[config.mk]
export PLATFORM = sky130hd
export DESIGN_NAME = branch_eval
export DESIGN_NICKNAME = d
export VERILOG_FILES = /design/src/rtl/brdec_pkg.sv /design/src/rtl/brdec_ctrl.sv /design/src/rtl/brdec_dpath.sv /design/src/rtl/branch_eval.sv
export SDC_FILE = /design/constraint.sdc
export NUM_CORES = 1
export LEC_CHECK = 0
export BUFFER_PORTS_ARGS = -buffer_cell sky130_fd_sc_hd__buf_2
export CORE_MARGIN = 3
export CORE_UTILIZATION = 29
export DETAILED_ROUTE_END_ITERATION = 7
export PLACE_DENSITY = 0.87
export SYNTH_ARGS = -nofsm -noshare
export SYNTH_HDL_FRONTEND = slang
export SYNTH_SLANG_ARGS = --single-unit
[constraint.sdc]
create_clock -name vclk -period 2
set_input_delay 0.2 -clock vclk [all_inputs]
set_output_delay 0.2 -clock vclk [all_outputs]
set_load 0.05 [all_outputs]
[src/rtl/brdec_pkg.sv]
package brdec_pkg;
  localparam logic [5:0] OPC_EQ    = 6'b000100;
  localparam logic [5:0] OPC_REGIM = 6'b000001;
  localparam logic [5:0] OPC_COP1  = 6'b010001;
  localparam logic [5:0] OPC_COP2  = 6'b010010;
  localparam logic [4:0] RT_SIGNLINK = 5'b10001;
  localparam logic [4:0] RS_CONDBR   = 5'b01000;

  // Strobes sent from the decoder to the evaluating datapath
  typedef struct packed {
    logic       eqForm;
    logic       signLink;
    logic       copForm;
    logic       copSel;      // 0: floating-point vector, 1: coprocessor-2 vector
    logic       nullifyBit;
    logic       trueBit;
    logic [2:0] ccIdx;
  } brStrobe_t;
endpackage

[src/rtl/brdec_ctrl.sv]
module brdec_ctrl
  import brdec_pkg::*;
(
  input  logic [15:0] instrHi,   // instruction bits 31:16
  output brStrobe_t   strobe
);
  logic [5:0] opc;
  logic [4:0] rsField;
  logic [4:0] rtField;
  logic       isCopOpc;

  assign opc     = instrHi[15:10];
  assign rsField = instrHi[9:5];
  assign rtField = instrHi[4:0];
  assign isCopOpc = (opc == OPC_COP1) || (opc == OPC_COP2);

  always_comb begin
    strobe            = '0;
    strobe.eqForm     = (opc == OPC_EQ);
    strobe.signLink   = (opc == OPC_REGIM) && (rtField == RT_SIGNLINK);
    strobe.copForm    = isCopOpc && (rsField == RS_CONDBR);
    strobe.copSel     = (opc == OPC_COP2);
    strobe.nullifyBit = instrHi[1];
    strobe.trueBit    = instrHi[0];
    strobe.ccIdx      = instrHi[4:2];
  end
endmodule

[src/rtl/brdec_dpath.sv]
module brdec_dpath
  import brdec_pkg::*;
#(
  parameter int DATA_W   = 32,
  parameter int CC_N     = 8,
  parameter int COP_N    = 2,
  parameter int LINK_REG = 31
) (
  input  brStrobe_t                     strobe,
  input  logic [DATA_W-1:0]             rsVal,
  input  logic [DATA_W-1:0]             rtVal,
  input  logic [COP_N-1:0][CC_N-1:0]    condVec,
  input  logic [15:0]                   imm,
  output logic                          isBranch,
  output logic                          taken,
  output logic                          likely,
  output logic                          linkEn,
  output logic [4:0]                    linkIdx,
  output logic [DATA_W-1:0]             byteOffset
);
  localparam int EXT_W = DATA_W - 18;

  logic [COP_N-1:0] selBit;
  logic eqHit;
  logic signHit;
  logic copHit;
  logic [DATA_W-1:0] extOff;

  // One condition-bit selector per coprocessor vector
  for (genvar u = 0; u < COP_N; u++) begin : g_copSel
    assign selBit[u] = condVec[u][strobe.ccIdx];
  end

  assign eqHit   = (rsVal == rtVal);
  assign signHit = ~rsVal[DATA_W-1];
  assign copHit  = (selBit[strobe.copSel] == strobe.trueBit);
  assign extOff  = {{EXT_W{imm[15]}}, imm, 2'b00};

  always_comb begin
    isBranch   = strobe.eqForm | strobe.signLink | strobe.copForm;
    taken      = (strobe.eqForm & eqHit) | (strobe.signLink & signHit) |
                 (strobe.copForm & copHit);
    likely     = strobe.copForm & strobe.nullifyBit;
    linkEn     = strobe.signLink;
    linkIdx    = strobe.signLink ? 5'(LINK_REG) : 5'd0;
    byteOffset = isBranch ? extOff : '0;
  end
endmodule

[src/rtl/branch_eval.sv]
module branch_eval
  import brdec_pkg::*;
#(
  parameter int DATA_W   = 32,
  parameter int CC_N     = 8,
  parameter int LINK_REG = 31
) (
  input  logic [31:0]       instrWord,
  input  logic [DATA_W-1:0] rsVal,
  input  logic [DATA_W-1:0] rtVal,
  input  logic [CC_N-1:0]   fpCond,
  input  logic [CC_N-1:0]   cp2Cond,
  output logic              isBranch,
  output logic              taken,
  output logic              likely,
  output logic              linkEn,
  output logic [4:0]        linkIdx,
  output logic [DATA_W-1:0] byteOffset
);
  localparam int COP_N = 2;

  brStrobe_t strobe;
  logic [COP_N-1:0][CC_N-1:0] condVec;

  assign condVec = {cp2Cond, fpCond};

  brdec_ctrl u_ctrl (
    .instrHi (instrWord[31:16]),
    .strobe  (strobe)
  );

  brdec_dpath #(
    .DATA_W   (DATA_W),
    .CC_N     (CC_N),
    .COP_N    (COP_N),
    .LINK_REG (LINK_REG)
  ) u_dpath (
    .strobe     (strobe),
    .rsVal      (rsVal),
    .rtVal      (rtVal),
    .condVec    (condVec),
    .imm        (instrWord[15:0]),
    .isBranch   (isBranch),
    .taken      (taken),
    .likely     (likely),
    .linkEn     (linkEn),
    .linkIdx    (linkIdx),
    .byteOffset (byteOffset)
  );
endmodule

==> metrics.cfg <==
[synth]
yosys-top-cells-area = xor2_1 29%, buf_4 18%, and2_1 11%
yosysTopAreaCell = xor2_1
netlist_area_um2 = 899.6
synth_warnings = 0
yosysTopAreaCellShare_pct = 29.21
yosysSeqAreaShare_pct = 0
synthCells = 112
synth.avg_cell_area_um2 = 8.032
yosysUniqueCellTypes = 25

[floorplan]
dieHeight_um = 61.70
die_area_mm2 = 0.003806
ios = 153
die_width_um = 61.70
core_mm2 = 0.002853
initial_core_util_pct = 31.54
rows = 19

[place]
placed_area_mm2 = 0.001578
io_buffers = 151
place_congestion = 0.7984
dp.cells = 278
dp_hpwl_um = 3099

[timing]
finalSetupTns_ns = 0
clock.fmax_mhz = 513.6
finalSetupViolCount = 0
final.min_clock_period_ns = 1.947
whs_ns = 0.7721
final-max-slew-violation-count = 0
hold_viol_final = 0
post-route-period-util_pct = 97.34
rsz0062_at_grt = yes

[hold_path]
hp-start = rsVal[31]
whs_endpoint = taken
hold_path.class = in2out
whs_path_depth = 3

[detailed_routing]
vias_per_cell = 4.695
drt_first_pass_iters = 4
drt_iter0_drc = 13
drc = 0
routed_wl_um = 3500
wl_per_cell_um = 12.41
antenna_left = 0
vias = 1324

[worst_setup_path]
worstPathMaxFanout = 6
slowest_stage = or4_4
crit_buf_inv = 4
cp_top_family = simple AND/OR/NAND/NOR gates
cp-end-kind = output port
crit_top_cell = buf_4
path_cells = buf_2 > nor4_4 > nand4_1 > or4_4 > buf_4 > inv_1 > buf_4
worstSetupPathType = in2out
critPathMaxStageDelay_ns = 0.48
arrival_ns = 1.75
cp_data_required_time_ns = 1.80
worstSetupStartpointType = input port

[power]
powerDensity_mw_per_mm2 = 145.6
p_leak_nw = 1.012
comb_power_share_pct = 100.0
peakVddDrop_mv = 0.1002
clkPwrFrac_pct = 0
p_switching_uw = 111.1
p_sw_share_pct = 44.31
internal_power_uw = 139.6
p_seq_share_pct = 0

[global_routing]
grt_pass1_vias = 1131
grt_start_max_net_pins = 18
grt.overflow.total = 0
grt_pass1_wl_um = 4209
track_usage_pct = 14.04
antenna_found_initial = 0

[finish]
stdcell_area_mm2 = 0.001722
final_nets = 365
ff_latch_area_um2 = 0
final_util_pct = 60.35
antenna_cells = 0
drive_above_1_share_pct = 67.73
fillers = 273
num-clock-buffers = 0
seq_cells = 0
area_delta_synth_final_pct = 91.38
fin_cells = 282

[clock_network]
hold_buffers = 0

[run]
max-cap-violations = 0

[run_status]
outcome = finished clean

-- routing by layer --
metal | part of all wire (%) | wire length, um | track usage, %
met5 | 0 | 0 | 0
met1 | 31 | 1099 | 13.29
met4 | 0 | 0 | 1.212
met3 | 12 | 434 | 1.446
met2 | 56 | 1967 | 31.84
-- synth_stat cells (all sizes together) --
cell type / instances
xor2: 30
buf: 22
and2: 16
nor4: 8
nand4: 7
mux4: 4
xnor2: 4
inv: 3
nor2: 3
nand3: 2
o211ai: 2
or4: 2
clkbuf: 1
conb: 1
nand2b: 1
nand3b: 1
nor2b: 1
nor3b: 1
nor4b: 1
o221ai: 1
or4b: 1
-- power by group through the flow --
stage | sequential (mW) | combinational, mW | clock [mW]
finish | 0 | 0.251 | 0
global route | 0 | 0.276 | 0
CTS | 0 | 0.247 | 0
detailed placement | 0 | 0.247 | 0
global placement | 0 | 0.239 | 0
floorplan | 0 | 0.113 | 0
-- kinds of logic (layout without fill, tap and decap cells) --
logic type,Yosys count,in the layout,share of synthesized area (%)
AO/OA/AOI/OAI,3,3,2.642
AND/OR/NAND/NOR,44,47,33.24
buffers and inverters,26,161,20.58
XOR/XNOR,34,34,33.10
other,1,2,0.4168
multiplexers,4,4,10.01
-- area by class of cell --
type	instances	area, um^2	share of cell area (%)
well taps	31	38.79	2.253
repair buffers	158	907.1	52.69
multi-input cells	90	764.5	44.40
inverters	3	11.26	0.6541
-- layout by cell type, fill, tap and decap left out, types with 4 or more instances in the layout --
| master | netlist | routed |
|---|---|---|
| mux4_2 | 4 | 4 |
| and2_1 | 16 | 15 |
| buf_2 | 0 | 125 |
| xor2_1 | 30 | 30 |
| xnor2_1 | 4 | 4 |
| buf_6 | 1 | 9 |
| clkbuf_4 | 0 | 4 |
| buf_4 | 21 | 20 |
| nor4_1 | 7 | 7 |
| nand4_1 | 7 | 7 |
-- per-stage QoR --
stage,setup WS [ns],total power [mW]
2_1_floorplan,0.02105,0.1125
3_3_place_gp,-0.02547,0.2392
3_5_place_dp,-0.05569,0.2465
4_1_cts,-0.05570,0.2472
5_1_grt,-0.01720,0.2759
6_report,0.05310,0.2507
-- timing repair --
item                                    CTS  global route
pin swaps                                 0             3
setup buffers                             0             1
endpoints found under the setup margin   15            37
resized for setup                         0            59
gates cloned                              0             3
-- worst max-delay path by stage --
| stage | startpoint | slack [ns] | end | cells after the start |
|---|---|---|---|---|
| after detailed placement | instrWord[27] | -0.06 | byteOffset[19] | 7 |
| after global routing | instrWord[27] | -0.02 | linkEn | 7 |
| after global placement | instrWord[27] | -0.03 | byteOffset[19] | 7 |
| after floorplan | instrWord[27] | 0.02 | byteOffset[10] | 6 |
| after CTS | instrWord[27] | -0.06 | byteOffset[19] | 7 |
| final | instrWord[27] | 0.05 | linkEn | 7 |
Note: power is estimated with default switching activity, not from simulation.
